`src/rtl/lockwin_pkg.sv`:
```
package lockwin_pkg;

   typedef enum logic [1:0] {
      PLACE_CENTRED = 2'd0,
      PLACE_LATE    = 2'd1,
      PLACE_EARLY   = 2'd2
   } win_place_e;

   function automatic win_place_e decode_place(input logic one_sided, input logic late);
      if (!one_sided)
         return PLACE_CENTRED;
      else if (late)
         return PLACE_LATE;
      else
         return PLACE_EARLY;
   endfunction

endpackage

```
`src/rtl/lockwin_shape.sv`:
```
module lockwin_shape
   import lockwin_pkg::*;
#(
   parameter int WIN_W = 6
) (
   input  win_place_e         place,
   input  logic [WIN_W-1:0]   len,
   output logic [WIN_W-1:0]   back_span,
   output logic [WIN_W-1:0]   fwd_span,
   output logic               incl_edge
);

   logic [WIN_W-1:0] half_len;

   assign half_len = len >> 1;

   always_comb begin
      back_span = '0;
      fwd_span  = '0;
      incl_edge = 1'b0;
      if (len != '0) begin
         unique case (place)
            PLACE_LATE: begin
               fwd_span = len;
            end
            PLACE_EARLY: begin
               back_span = len;
            end
            default: begin
               back_span = half_len;
               fwd_span  = len - half_len - 1'b1;
               incl_edge = 1'b1;
            end
         endcase
      end
   end

endmodule

```
`src/rtl/lockwin_vco_age.sv`:
```
module lockwin_vco_age #(
   parameter int AGE_W = 7
) (
   input  logic             clk,
   input  logic             rst_n,
   input  logic             vco_pulse,
   output logic [AGE_W-1:0] age
);

   logic [AGE_W-1:0] age_q;

   always_ff @(posedge clk or negedge rst_n) begin
      if (!rst_n)
         age_q <= '1;
      else if (vco_pulse)
         age_q <= {{(AGE_W-1){1'b0}}, 1'b1};
      else if (age_q != '1)
         age_q <= age_q + 1'b1;
   end

   assign age = age_q;

endmodule

```
`src/rtl/lockwin_eval.sv`:
```
module lockwin_eval #(
   parameter int WIN_W = 6,
   parameter int AGE_W = WIN_W + 1
) (
   input  logic             clk,
   input  logic             rst_n,
   input  logic             active,
   input  logic             ref_pulse,
   input  logic             vco_pulse,
   input  logic [AGE_W-1:0] age,
   input  logic [WIN_W-1:0] back_span,
   input  logic [WIN_W-1:0] fwd_span,
   input  logic             incl_edge,
   output logic             verdict_valid,
   output logic             verdict_hit
);

   localparam int PAD_W = AGE_W - WIN_W;

   logic [WIN_W-1:0] left_q, left_d;
   logic             found_q, found_d;
   logic             near_hit;
   logic             seen;

   assign near_hit = (age <= {{PAD_W{1'b0}}, back_span}) | (incl_edge & vco_pulse);
   assign seen     = found_q | vco_pulse;

   always_comb begin
      left_d        = left_q;
      found_d       = found_q;
      verdict_valid = 1'b0;
      verdict_hit   = 1'b0;
      if (!active) begin
         left_d  = '0;
         found_d = 1'b0;
      end else if (ref_pulse) begin
         if (fwd_span == '0) begin
            verdict_valid = 1'b1;
            verdict_hit   = near_hit;
            left_d        = '0;
            found_d       = 1'b0;
         end else begin
            left_d  = fwd_span;
            found_d = near_hit;
         end
      end else if (left_q != '0) begin
         left_d  = left_q - 1'b1;
         found_d = seen;
         if (left_q == {{(WIN_W-1){1'b0}}, 1'b1}) begin
            verdict_valid = 1'b1;
            verdict_hit   = seen;
            found_d       = 1'b0;
         end
      end
   end

   always_ff @(posedge clk or negedge rst_n) begin
      if (!rst_n) begin
         left_q  <= '0;
         found_q <= 1'b0;
      end else begin
         left_q  <= left_d;
         found_q <= found_d;
      end
   end

endmodule

```
`src/rtl/lockwin_run.sv`:
```
module lockwin_run #(
   parameter int RUN_W = 12
) (
   input  logic             clk,
   input  logic             rst_n,
   input  logic             active,
   input  logic             verdict_valid,
   input  logic             verdict_hit,
   input  logic [RUN_W-1:0] target,
   output logic [RUN_W-1:0] run_cnt,
   output logic             lock_flag
);

   logic [RUN_W-1:0] cnt_q, cnt_inc;
   logic             lock_q;

   assign cnt_inc = (cnt_q == '1) ? cnt_q : cnt_q + 1'b1;

   always_ff @(posedge clk or negedge rst_n) begin
      if (!rst_n) begin
         cnt_q  <= '0;
         lock_q <= 1'b0;
      end else if (!active) begin
         cnt_q  <= '0;
         lock_q <= 1'b0;
      end else if (verdict_valid) begin
         if (verdict_hit) begin
            cnt_q  <= cnt_inc;
            lock_q <= (cnt_inc >= target);
         end else begin
            cnt_q  <= '0;
            lock_q <= 1'b0;
         end
      end
   end

   assign run_cnt   = cnt_q;
   assign lock_flag = lock_q;

endmodule

```
`src/rtl/lockwin_detector.sv`:
```
module lockwin_detector
   import lockwin_pkg::*;
#(
   parameter int WIN_W = 6,
   parameter int RUN_W = 12
) (
   input  logic             clk,
   input  logic             rst_n,
   input  logic             det_en,
   input  logic             test_mode,
   input  logic             skew_en,
   input  logic             skew_late,
   input  logic [WIN_W-1:0] win_len,
   input  logic [RUN_W-1:0] run_target,
   input  logic             ref_pulse,
   input  logic             vco_pulse,
   output logic             lock_flag
);

   localparam int AGE_W = WIN_W + 1;

   if (WIN_W < 2 || WIN_W > 16) begin : g_bad_win_w
      $error("lockwin_detector: WIN_W must lie in 2..16");
   end
   if (RUN_W < 2 || RUN_W > 24) begin : g_bad_run_w
      $error("lockwin_detector: RUN_W must lie in 2..24");
   end

   win_place_e       place;
   logic             active;
   logic [WIN_W-1:0] back_span;
   logic [WIN_W-1:0] fwd_span;
   logic             incl_edge;
   logic [AGE_W-1:0] vco_age;
   logic             verdict_valid;
   logic             verdict_hit;
   logic [RUN_W-1:0] run_cnt;

   assign active = det_en & ~test_mode;
   assign place  = decode_place(skew_en, skew_late);

   lockwin_shape #(.WIN_W(WIN_W)) u_shape (
      .place     (place),
      .len       (win_len),
      .back_span (back_span),
      .fwd_span  (fwd_span),
      .incl_edge (incl_edge)
   );

   lockwin_vco_age #(.AGE_W(AGE_W)) u_age (
      .clk       (clk),
      .rst_n     (rst_n),
      .vco_pulse (vco_pulse),
      .age       (vco_age)
   );

   lockwin_eval #(.WIN_W(WIN_W), .AGE_W(AGE_W)) u_eval (
      .clk           (clk),
      .rst_n         (rst_n),
      .active        (active),
      .ref_pulse     (ref_pulse),
      .vco_pulse     (vco_pulse),
      .age           (vco_age),
      .back_span     (back_span),
      .fwd_span      (fwd_span),
      .incl_edge     (incl_edge),
      .verdict_valid (verdict_valid),
      .verdict_hit   (verdict_hit)
   );

   lockwin_run #(.RUN_W(RUN_W)) u_run (
      .clk           (clk),
      .rst_n         (rst_n),
      .active        (active),
      .verdict_valid (verdict_valid),
      .verdict_hit   (verdict_hit),
      .target        (run_target),
      .run_cnt       (run_cnt),
      .lock_flag     (lock_flag)
   );

endmodule

```
`config.mk`:
```
export PLATFORM = sky130hd
export DESIGN_NAME = lockwin_detector
export DESIGN_NICKNAME = d
export VERILOG_FILES = /design/src/rtl/lockwin_pkg.sv /design/src/rtl/lockwin_shape.sv /design/src/rtl/lockwin_vco_age.sv /design/src/rtl/lockwin_eval.sv /design/src/rtl/lockwin_run.sv /design/src/rtl/lockwin_detector.sv
export SDC_FILE = /design/constraint.sdc
export NUM_CORES = 1
export LEC_CHECK = 0
export BUFFER_PORTS_ARGS = -buffer_cell sky130_fd_sc_hd__buf_2
export CORE_MARGIN = 2
export CORE_UTILIZATION = 45
export CTS_BUF_LIST = sky130_fd_sc_hd__clkbuf_8
export CTS_CLUSTER_DIAMETER = 30
export DETAILED_ROUTE_END_ITERATION = 16
export SLEW_MARGIN = 20
export SYNTH_ARGS = -nofsm -noshare
export SYNTH_HDL_FRONTEND = slang
export SYNTH_SLANG_ARGS = --single-unit
```
`constraint.sdc`:
```
create_clock -name clk -period 2.8 [get_ports clk]
set_input_delay 0.42 -clock clk [delete_from_list [all_inputs] [get_ports clk]]
set_output_delay 0.42 -clock clk [all_outputs]
set_load 0.01 [all_outputs]
```
==> flow_summary.toml <==
[status]
status = "completed"

[timing]
hold_violations = 0
timing.slew.headroom = 0.572
final-setup-viol-count = 0
timing.final.crit_share = 0.923
rsz0062_at_grt = "false"
fmax_ghz = 0.387
setup_tns_ns = 0
fin_crit_ns = 2.58
clock-skew-final_ns = 0.0161
drv_slew = 0
worstMarginPinSlew_ns = 0.642

[route]
drc = 0
wl_per_cell_um = 13.7
drt_iter0_drc = 123
routed_via_density = 5.51
dr.pass1.iters = 5
num_vias = 2166
ant_nets = 0
routed_wl_mm = 5.38

[final_layout]
fill_cells = 505
nets = 381
antenna_cells = 0
seqCellArea_um2 = 684
drive_gt1_frac = 0.192
area_growth_pct = 13.4
multiInputGateArea_um2 = 1640

[power_and_ir_drop]
vdd_drop_max_uv = 231
power_density_nw_per_um2 = 332
total_power_mw = 0.921
cellLeakagePower_nw = 1.35

[synth]
synthCells = 288
synth-seq-area-share = 0.280
ys.warnings.count = 0
ys_ff_latch = 27
async_flop_share = 1.00
synth_ff_type = "dfrtp_1"
synth.avg_cell_area_um2 = 8.50
syn_nets = 345
synth_area_leaders = "dfrtp_1, ha_1, dfstp_2"
synth_top_area_cell = "dfrtp_1"
syn-cell-area_um2 = 2450
synth-edff-count = 0
synth_top_area_frac = 0.204
synth_cell_types = 55

[cts]
tritoncts = "done"
cts.path.max_buffers = 2
holdBufCountCts = 0
cts_setup_buffers = 0
cts_buffers = 3
clk_latency_ns = 0.29
clkSinkCount = 27
cts_root_buf = "clkbuf_8"
clk_pin_slew_ns = 0.11
h-tree-depth = 1

[min_path]
min_path_type = "primary input to asynchronous set/reset pin"

[worst_setup_path]
cp_slowest_cell = "or3_4"
crit_fanout = 9
critPathRequiredTime_ns = 2.99
cpPeakStageDelay_ns = 0.46
endpoint_kind = "flop"
crit_chain = "and4_1 -> nand2_1 -> or3_4 -> mux2_4 -> ha_1 -> o21ai_0 -> a21oi_1 -> o21ai_0 -> nand3_1 -> a22o_1"
cpMostUsedCell = "o21ai_0"
start_kind = "flop"
arrival_ns = 2.78
criticalPathCategory = "flop to flop"
reg2regPathDepth = 10

[floorplan]
die_w_um = 77.8
row_count = 26
core_area_um2 = 5170
dieHeight_um = 77.8
die_area_um2 = 6050
io_pins = 27
start_util = 0.473

[global_route]
grt_pass1_vias = 2165
grt_overflow = 0
grtUsageTotal = 0.188
grt_pass1_wl_mm = 9.45
grt_max_degree = 28
antenna_found_initial = 0

[placement]
io_buffers = 26
dp_hpwl_mm = 4.22
routabilityCongestion = 0.813

[flow_run]
cap_violations = 0
[final timing paths]
path	from	to	slack, ns
worst max register to register	u_run.run_cnt[3]	u_run.lock_flag	0.22
max in group asynchronous	rst_n	u_run.run_cnt[2]	2.23
worst min-delay path	rst_n	u_run.run_cnt[11]	0.14
min in group clk	vco_pulse	u_age.age[5]	0.37
worst min register to register	u_age.age[5]	u_age.age[5]	0.52
worst max-delay path	u_run.run_cnt[3]	u_run.lock_flag	0.22
[critical path: cells and delay by family, from the launching register on]
kind                     cells  cell delay [ns]
multiplexers                 1             0.33
flip-flops                   1             0.43
adder cells (fa/ha/maj)      1             0.26
AND/OR/NAND/NOR              4             0.93
AO/OA/AOI/OAI                4             0.53
[cell type report]
type / count / share of cell area
multi-input combinational: 230 / 0.590
sequential: 27 / 0.247
tap: 70 / 0.0315
inverter: 22 / 0.0297
clock buffer: 3 / 0.0149
clock inverter: 1 / 0.00270
timing repair buffer: 40 / 0.0847
[state kept, by name (all words and copies together) (netlist names)]
| signal | flops |
|---|---|
| u_eval.found_q | 1 |
| u_run.lock_flag | 1 |
| u_eval.left_q | 6 |
| u_age.age | 7 |
| u_run.run_cnt | 12 |
[repair_timing]
| item | in CTS | in global routing |
|---|---|---|
| resized for setup | 0 | 1 |
| endpoints found under the hold margin | 0 | 0 |
| endpoints found under the setup margin | 0 | 1 |
[layout by cell type (no fill, tap or decap), types with 5 or more instances in the layout]
cell type and instances:
o21ai_0 16, ha_1 30, dfstp_2 7, xnor2_1 9, nand2_1 21, nor2_1 32
dfrtp_1 20, nand3_1 13, buf_2 26, buf_4 14, a22o_1 12, xor2_1 6
nor3_1 5, nand4_1 9, nand2b_1 6, inv_1 22, a31oi_1 9, a21oi_1 10
nor2b_1 7
[stage by stage]
stage | std cells | hold slack (ns) | setup WS, ns | util | cell area [µm²]
6_report | 393 | 0.143 | 0.216 | 0.537 | 2780
5_1_grt | 393 | 0.190 | 0.0144 | 0.537 | 2780
3_5_place_dp | 389 | 0.481 | 0.000451 | 0.526 | 2720
4_1_cts | 393 | 0.160 | 0.0612 | 0.536 | 2770
2_1_floorplan | 288 | 0.124 | 0.139 | - | 2450
3_3_place_gp | 389 | 0.478 | 0.0391 | 0.526 | 2720
[metal layers]
layer  wire (µm)  vias to the layer above  GRT usage  share of wire
met5           0                        -          0              0
met4          36                        0     0.0268         0.0067
met3         112                        4     0.0244          0.021
met2        2530                       23      0.331           0.47
met1        2710                     1033      0.252           0.50
li1            -                     1106          -              -
[cell usage after synthesis, types with 3 or more instances]
| library cell | count |
|---|---|
| nand3_1 | 13 |
| and3_1 | 3 |
| dfrtp_1 | 20 |
| buf_2 | 3 |
| a22o_1 | 12 |
| nor2b_1 | 7 |
| xnor2_1 | 9 |
| or3_1 | 3 |
| ha_1 | 30 |
| a31oi_1 | 9 |
| inv_1 | 22 |
| clkbuf_1 | 3 |
| nand2b_1 | 6 |
| nand4_1 | 9 |
| nand2_1 | 21 |
| dfstp_2 | 7 |
| o21ai_0 | 16 |
| a21oi_1 | 10 |
| and2_1 | 3 |
| nor3_1 | 5 |
| nor2_1 | 32 |
| xor2_1 | 6 |
[power breakdown]
part | total (mW) | switching [mW] | internal, mW
clock network | 0.238 | 0.137 | 0.101
logic | 0.262 | 0.145 | 0.117
registers | 0.421 | 0.0138 | 0.407
total | 0.921 | 0.296 | 0.625
[cell families (layout without fill, tap and decap cells)]
kind of cell / after synthesis / count (layout) / share of synthesized area
buf+inv: 31 / 66 / 0.0537
xor+xnor: 15 / 15 / 0.0537
simple gates: 110 / 110 / 0.223
fa+ha+maj: 31 / 31 / 0.161
compound gates: 70 / 70 / 0.208
mux: 4 / 4 / 0.0210
flops: 27 / 27 / 0.280
No activity file was read; power rests on OpenSTA's default activity.
